==> src/rtl/adc_trig_pkg.sv <==
package adc_trig_pkg;

    typedef enum logic [2:0] {
        ST_IDLE    = 3'd0,
        ST_SYNC    = 3'd1,
        ST_TRIG_GO = 3'd2,
        ST_SW_GO   = 3'd3,
        ST_FREE_GO = 3'd4,
        ST_CONV    = 3'd5
    } trig_state_e;

endpackage

==> src/rtl/trig_edge_detect.sv <==
module trig_edge_detect #(
    parameter int NSRC     = 8,
    parameter int SEL_W    = 3,
    parameter int FREE_IDX = 0
) (
    input  logic             clk,
    input  logic             rst_n,
    input  logic             auto_en,
    input  logic [SEL_W-1:0] src_sel,
    input  logic [NSRC-1:0]  trig_src,
    output logic             src_edge,
    output logic             free_run
);

    logic [NSRC-1:0]  hit;
    logic             sel_val;
    logic             hist_q;
    logic [SEL_W-1:0] prev_sel_q;
    logic             is_free;

    // one-hot pick of the selected line
    for (genvar i = 0; i < NSRC; i++) begin : g_pick
        assign hit[i] = trig_src[i] & (src_sel == SEL_W'(i));
    end

    assign sel_val = |hit;
    assign is_free = (src_sel == SEL_W'(FREE_IDX));

    // history follows whichever line is selected now; a select change
    // reloads it in the same cycle, so no edge is seen across the change
    always_ff @(posedge clk or negedge rst_n) begin
        if (!rst_n) begin
            hist_q     <= 1'b0;
            prev_sel_q <= '0;
        end else begin
            hist_q     <= sel_val;
            prev_sel_q <= src_sel;
        end
    end

    assign src_edge = auto_en & ~is_free & sel_val & ~hist_q & (src_sel == prev_sel_q);
    assign free_run = auto_en & is_free;

endmodule

==> src/rtl/trig_start_fsm.sv <==
module trig_start_fsm
    import adc_trig_pkg::*;
#(
    parameter int SYNC_CYC = 3
) (
    input  logic clk,
    input  logic rst_n,
    input  logic auto_en,
    input  logic free_run,
    input  logic src_edge,
    input  logic sw_start,
    input  logic busy,
    input  logic conv_cmpl,
    output logic start,
    output logic psc_rst
);

    localparam int CNT_W = (SYNC_CYC > 2) ? $clog2(SYNC_CYC - 1) : 1;
    localparam logic [CNT_W-1:0] CNT_LOAD = CNT_W'(SYNC_CYC - 2);

    trig_state_e      state_q, state_d;
    logic [CNT_W-1:0] cnt_q, cnt_d;

    // state register
    always_ff @(posedge clk or negedge rst_n) begin
        if (!rst_n) begin
            state_q <= ST_IDLE;
            cnt_q   <= '0;
        end else begin
            state_q <= state_d;
            cnt_q   <= cnt_d;
        end
    end

    // transitions
    always_comb begin
        state_d = state_q;
        cnt_d   = cnt_q;
        unique case (state_q)
            ST_IDLE: begin
                if (sw_start && !busy) begin
                    state_d = ST_SW_GO;
                end else if (src_edge && !busy) begin
                    state_d = ST_SYNC;
                    cnt_d   = CNT_LOAD;
                end
            end
            ST_SYNC: begin
                if (!auto_en) begin
                    state_d = ST_IDLE;
                end else if (cnt_q == '0) begin
                    state_d = ST_TRIG_GO;
                end else begin
                    cnt_d = cnt_q - 1'b1;
                end
            end
            ST_TRIG_GO: state_d = ST_CONV;
            ST_SW_GO:   state_d = ST_CONV;
            ST_FREE_GO: state_d = ST_CONV;
            ST_CONV: begin
                if (conv_cmpl) begin
                    state_d = free_run ? ST_FREE_GO : ST_IDLE;
                end
            end
            default: state_d = ST_IDLE;
        endcase
    end

    // outputs
    always_comb begin
        start   = 1'b0;
        psc_rst = 1'b0;
        unique case (state_q)
            ST_TRIG_GO: begin
                start   = 1'b1;
                psc_rst = 1'b1;
            end
            ST_SW_GO:   start = 1'b1;
            ST_FREE_GO: start = 1'b1;
            default: begin
                start   = 1'b0;
                psc_rst = 1'b0;
            end
        endcase
    end

endmodule

==> src/rtl/adc_trig_start.sv <==
module adc_trig_start #(
    parameter int NSRC     = 8,
    parameter int SEL_W    = $clog2(NSRC),
    parameter int FREE_IDX = 0,
    parameter int SYNC_CYC = 3
) (
    input  logic             clk,
    input  logic             rst_n,
    input  logic             auto_en,
    input  logic [SEL_W-1:0] src_sel,
    input  logic [NSRC-1:0]  trig_src,
    input  logic             sw_start,
    input  logic             busy,
    input  logic             conv_cmpl,
    output logic             start,
    output logic             psc_rst
);

    logic src_edge;
    logic free_run;

    trig_edge_detect #(
        .NSRC     (NSRC),
        .SEL_W    (SEL_W),
        .FREE_IDX (FREE_IDX)
    ) u_edge (
        .clk      (clk),
        .rst_n    (rst_n),
        .auto_en  (auto_en),
        .src_sel  (src_sel),
        .trig_src (trig_src),
        .src_edge (src_edge),
        .free_run (free_run)
    );

    trig_start_fsm #(
        .SYNC_CYC (SYNC_CYC)
    ) u_fsm (
        .clk       (clk),
        .rst_n     (rst_n),
        .auto_en   (auto_en),
        .free_run  (free_run),
        .src_edge  (src_edge),
        .sw_start  (sw_start),
        .busy      (busy),
        .conv_cmpl (conv_cmpl),
        .start     (start),
        .psc_rst   (psc_rst)
    );

endmodule

==> config.mk <==
export PLATFORM = sky130hd
export DESIGN_NAME = adc_trig_start
export DESIGN_NICKNAME = d
export VERILOG_FILES = /design/src/rtl/adc_trig_pkg.sv /design/src/rtl/trig_edge_detect.sv /design/src/rtl/trig_start_fsm.sv /design/src/rtl/adc_trig_start.sv
export SDC_FILE = /design/constraint.sdc
export NUM_CORES = 1
export LEC_CHECK = 0
export BUFFER_PORTS_ARGS = -buffer_cell sky130_fd_sc_hd__buf_2
export CAP_MARGIN = 20
export CORE_MARGIN = 3
export CORE_UTILIZATION = 25
export DETAILED_ROUTE_END_ITERATION = 8
export SLEW_MARGIN = 20
export SYNTH_ARGS = -nofsm -noshare
export SYNTH_HDL_FRONTEND = slang
export SYNTH_SLANG_ARGS = --single-unit
==> constraint.sdc <==
create_clock -name clk -period 2.3 [get_ports clk]
set_clock_uncertainty 0.15 [all_clocks]
set_input_delay 0.345 -clock clk [delete_from_list [all_inputs] [get_ports clk]]
set_output_delay 0.345 -clock clk [all_outputs]
set_load 0.02 [all_outputs]
# Yosys cells after proc, flatten, opt, wreduce, memory -nomap -nowiden
# Cells that the tools add are included.
dict set report word_totals {
  latch_bits 0
  rom_bits 0
  in_bits 17
  reg_bits 8
  ram_bits 0
  word_cells 63
  mem_count 0
  out_inout_bits 2
}
dict set report classes {
  addsub 1
  bitwise 15
  n_mul 0
  n_reduce_logical 10
  order_cmp 0
  n_mux 14
  div_mod_pow 0
  n_shift 0
  n_eq_ne 19
}
# operator n
set ops {}
lappend ops {{== test 3 bit, second input constant} 6}
lappend ops {{2-to-1 mux 3 bit} 6}
lappend ops {{AND 1 bit} 13}
lappend ops {{== test 3 x 2 -> 1 bit, second input constant} 4}
lappend ops {{case mux 3 bit (4 select lines)} 1}
lappend ops {{OR reduction 8 bit} 1}
lappend ops {{== test 3 x 1 -> 1 bit, second input constant} 2}
lappend ops {{zero test 3 bit} 2}
lappend ops {{2-to-1 mux 1 bit} 6}
lappend ops {{inequality test 2 bit, second input constant} 3}
lappend ops {{AND reduction 4 bit} 1}
lappend ops {{== test 3 bit} 1}
lappend ops {{inequality test 3 x 1 -> 1 bit, second input constant} 1}
lappend ops {{inequality test 3 bit, second input constant} 1}
lappend ops {{AND reduction 3 bit} 1}
lappend ops {{OR reduction 3 bit} 1}
lappend ops {{logical AND 1 bit} 2}
lappend ops {{inequality test 2 x 1 -> 1 bit, second input constant} 1}
lappend ops {{inverter 1 bit} 2}
lappend ops {{case mux 1 bit (2 select lines)} 1}
lappend ops {{nonzero test 2 bit} 1}
lappend ops {{zero test 1 bit} 1}
lappend ops {{subtractor 1 bit, second input constant} 1}

# Depth between registers and ports, before layout
dict set report depth {
  ltp_word 10
  mapped_depth 6
  mapped_depth_nobuf 5
}

# By module
# From an unflattened synthesis, not the netlist that was laid out.
dict set report unflattened {
  cells_unflattened 41
  area_unflattened_um2 460.4
}
# module cells_each seq_area_each_um2 n_inst area_per_inst_um2
set by_module_without_submodules {}
lappend by_module_without_submodules {trig_start_fsm 26 100.1 1 235.2}
lappend by_module_without_submodules {trig_edge_detect 15 100.1 1 225.2}

# Least setup slack after synthesis
# No wires, ideal clock.
dict set report synth_timing {
  kind {input port to flip-flop}
  startpoint {input src_sel[0]}
  endpoint {register u_fsm.state_q[0]}
  t_required_ns 2.058
  setup_slack_ns 0.359
  cell_stages 6
  setup_ns 0.092
  arrival_time_ns 1.700
  path_buffers 1
  path_cell_list {buf_6 -> or3b_1 -> a211o_1 -> a2111oi_4 -> nor4_2 -> o31ai_2}
}
dict set report synth_between {
  elab_chain_cells 9
  elab_cells_between_ends 26
  classes_between {eq/ne (9); bitwise (13); reduce/logical (4)}
}
# item line_no
set synth_rtl {}
lappend synth_rtl {{start, declared} adc_trig_start.sv:10} ;# input logic [SEL_W-1:0] src_sel,
lappend synth_rtl {{== test 3 x 1 -> 1 bit (tied with other cells)} trig_edge_detect.sv:23} ;# assign hit[i] = trig_src[i] & (src_sel == SEL_W'(i));
lappend synth_rtl {{AND 1 bit or inverter 1 bit (tied branches)} {trig_edge_detect.sv:23, trig_edge_detect.sv:41}}
lappend synth_rtl {{OR reduction 8 bit or AND 1 bit (tied branches)} {trig_edge_detect.sv:26, trig_edge_detect.sv:41}}
lappend synth_rtl {{AND 1 bit (2 in a row)} trig_edge_detect.sv:41} ;# assign src_edge = auto_en & ~is_free & sel_val & ~hist_q & (src_sel == prev_sel_q);
lappend synth_rtl {{AND 1 bit *} trig_edge_detect.sv:41}
lappend synth_rtl {{logical AND 1 bit *} trig_start_fsm.sv:43} ;# end else if (src_edge && !busy) begin
lappend synth_rtl {{inequality test 3 x 1 -> 1 bit (no line) *} -}
lappend synth_rtl {{AND reduction 3 bit (no line) *} -}
lappend synth_rtl {{end signal, assigned} trig_start_fsm.sv:30} ;# state_q <= state_d;
lappend synth_rtl {{end, declared} trig_start_fsm.sv:21} ;# trig_state_e state_q, state_d;
# Mark *: on every way between the ends. The rest lies on a longest branch, timed or not.
# A chain may end at the register's enable or synchronous reset.

# Worst setup path after layout
dict set report layout_timing {
  startpoint {register u_edge.prev_sel_q[2]}
  endpoint {register u_fsm.state_q[0]}
}
dict set report layout_between {
  elab_chain_cells 5
}
# item line_no
set layout_rtl {}
lappend layout_rtl {{start, declared} trig_edge_detect.sv:18} ;# logic [SEL_W-1:0] prev_sel_q;
lappend layout_rtl {{start signal, assigned} trig_edge_detect.sv:37} ;# prev_sel_q <= src_sel;
lappend layout_rtl {{== test 3 bit} trig_edge_detect.sv:41}
lappend layout_rtl {{AND 1 bit} trig_edge_detect.sv:41}
lappend layout_rtl {{logical AND 1 bit} trig_start_fsm.sv:43}
lappend layout_rtl {{inequality test 3 x 1 -> 1 bit (no line)} -}
lappend layout_rtl {{AND reduction 3 bit (no line)} -}
# Every way passes these cells.

==> results.sh <==
export IMPL_vias_per_cell=4.564
export IMPL_synth_edf_count=0
export IMPL_rsz0062_at_grt="false"
export IMPL_postLayoutSetupSlackWorst_ns=0.3223
export IMPL_finalWirelength_um=1163
export IMPL_synthToLayoutAreaGrowth_pct=28.50
export IMPL_drive_gt1_share_pct=43.42
export IMPL_startpoint_type="register"
export IMPL_overflow=0
export IMPL_ff2ff_setup_slack_ns=0.32
export IMPL_status="complete, no violations"
export IMPL_cts_tree="yes"
export IMPL_crit_chain="or3b_1, a211o_1, a2111oi_4, nor4_2, o31ai_2"
export IMPL_routabilityCongestion=0.7460
export IMPL_worstSkewPairLatency_ns=0.26
export IMPL_grt_usage_pct=9.862
export IMPL_coreArea_um2=1858
export IMPL_synth_area_um2=526.8
export IMPL_place_inst=97
export IMPL_synth_seq_cells=8
export IMPL_rows=15
export IMPL_clk_pin_slew_ns=0.05
export IMPL_fmax_ghz=0.5056
export IMPL_hold_slack_ns=0.1168
export IMPL_grt_max_degree=9
export IMPL_synthTopCellsByArea="dfrtp_1, mux2_2, a2111oi_4"
export IMPL_layout_cells_non_filler=101
export IMPL_synth_ff_type="dfrtp_1"
export IMPL_max_cap_violations=0
export IMPL_finalSetupViolCount=0
export IMPL_worst_setup_path_type="register to register"
export IMPL_cts_max_level=1
export IMPL_io_pins=19
export IMPL_arrival_ns=2.00
export IMPL_start_util_pct=28.35
export IMPL_drt_iter0_markers=11
export IMPL_cts_root_buf="clkbuf_4"
export IMPL_min_period_over_period_pct=85.99
export IMPL_synth_common_cells="dfrtp_1, nand2_1, nor2_1"
export IMPL_postSynth_asyncResetShare_pct=100.0
export IMPL_power_total_uw=525.1
export IMPL_hold_path_class="input pin to register"
export IMPL_diodes=0
export IMPL_die_h_um=51.90
export IMPL_io_buffers=18
export IMPL_synthCells=54
export IMPL_vias=461
export IMPL_setup_tns_ns=0
export IMPL_yosysUniqueCellTypes=23
export IMPL_hold_viol_final=0
export IMPL_p_per_area_nw_per_um2=775.7
export IMPL_cts_buffer_depth=2
export IMPL_p_leak_uw=0.0003026
export IMPL_cts_buffers=3
export IMPL_relSlewSlack_pct=79.74
export IMPL_cts_hold_repair_buffers=1
export IMPL_period_needed_ns=1.978
export IMPL_synth_top_area_share_pct=38.00
export IMPL_antenna_found_initial=0
export IMPL_synth_nets=71
export IMPL_nNetsFinal=95
export IMPL_yosysTopAreaCell="dfrtp_1"
export IMPL_ir_drop_mv=0.2752
export IMPL_yosysSeqAreaShare_pct=38.00
export IMPL_worstMarginPinSlew_ns=0.3039
export IMPL_dieArea_um2=2694
export IMPL_crit_path_top_delay_cell="dfrtp_1"
export IMPL_grt_pass1_wl_um=1897
export IMPL_cts_resized=0
export IMPL_crit_path_end_kind="register"
export IMPL_cts_sinks=8
export IMPL_synth_area_per_cell_um2=9.755
export IMPL_critPathMaxStageDelay_ns=0.40
export IMPL_firstDrtPassIters=4
export IMPL_wire_per_inst_um=11.51
export IMPL_antenna_left=0
export IMPL_cts_setup_buffers=0
export IMPL_yosysWarnings=0
export IMPL_die_w_um=51.90
export IMPL_synth_most_common_cell="dfrtp_1"
export IMPL_drv_slew=0
export IMPL_drc=0
export IMPL_crit_fanout=3
export IMPL_grt_pass1_vias=455
export IMPL_crit_required_ns=2.32
export IMPL_dp_worst_setup_slack_ns=0.2091
sequential cells by signal, indices dropped and copies added (netlist names):
name               cells
u_edge.hist_q          1
u_edge.prev_sel_q      3
u_fsm.state_q          3
u_fsm.cnt_q            1
cell type report:
cell class	count	area (um2)
multi-input combinational	43	307.8
sequential	8	200.2
timing repair buffer	20	107.6
inverter	2	7.507
clock buffer	3	22.52
tap	25	31.28
fill	183	1181
metal layers:
metal / GRT usage, % / wire, um / vias to the layer above
met3: 5.444 / 85 / 2
met1: 11.68 / 514 / 211
li1: - / - / 236
met4: 2.620 / 8 / 0
met5: 0 / 0 / -
met2: 15.27 / 554 / 12
final timing paths:
path | startpoint | end | cells past startpoint
worst max register to register | u_edge.prev_sel_q[2]$_DFF_PN0_ | u_fsm.state_q[0]$_DFFE_PN0P_ | 5
max in group asynchronous | rst_n | u_fsm.state_q[0]$_DFFE_PN0P_ | 2
worst max-delay path | u_edge.prev_sel_q[2]$_DFF_PN0_ | u_fsm.state_q[0]$_DFFE_PN0P_ | 5
worst min register to register | u_fsm.cnt_q$_DFFE_PN0P_ | u_fsm.cnt_q$_DFFE_PN0P_ | 2
min in group asynchronous | rst_n | u_edge.hist_q$_DFF_PN0_ | 2
worst min-delay path | src_sel[1] | u_edge.prev_sel_q[1]$_DFF_PN0_ | 1
worst max-delay path, delay by kind of cell, from the launching register on:
family / cells / cell delay (ns)
simple gates: 2 / 0.43
compound gates: 3 / 0.91
flops: 1 / 0.40
placed cells by master, fill, tap and decap left out, drive strengths merged, types with 3 or more instances in the layout:
cell	count
nand2	7
nor2	7
clkbuf	3
mux2	3
buf	19
dfrtp	8
or2b	3
a21oi	3
power by group:
part / total (uW) / internal (uW) / switching (uW)
Clock: 112 / 60.0 / 51.8
Sequential: 222 / 171 / 51.0
Combinational: 192 / 93.6 / 98.2
metrics by stage:
| stage | utilization, % | cell area [um2] |
|---|---|---|
| 4_1_cts | 36.43 | 676.9 |
| 5_1_grt | 36.43 | 676.9 |
| 6_report | 36.43 | 676.9 |
| 3_5_place_dp | 34.68 | 644.4 |
| 3_3_place_gp | 34.68 | 644.4 |
| 2_1_floorplan | - | 526.8 |
logic make-up after synthesis:
kind of cell              count (synthesis)  share of synthesized area, %
muxes                                     5                         10.21
buffers and inverters                     3                         3.563
and+or+nand+nor                          25                         25.66
xor gates and xnor gates                  2                         3.326
DFF                                       8                         38.00
AOI/OAI and AO/OA                        11                         19.24
Power figures use the tool's default switching activity.
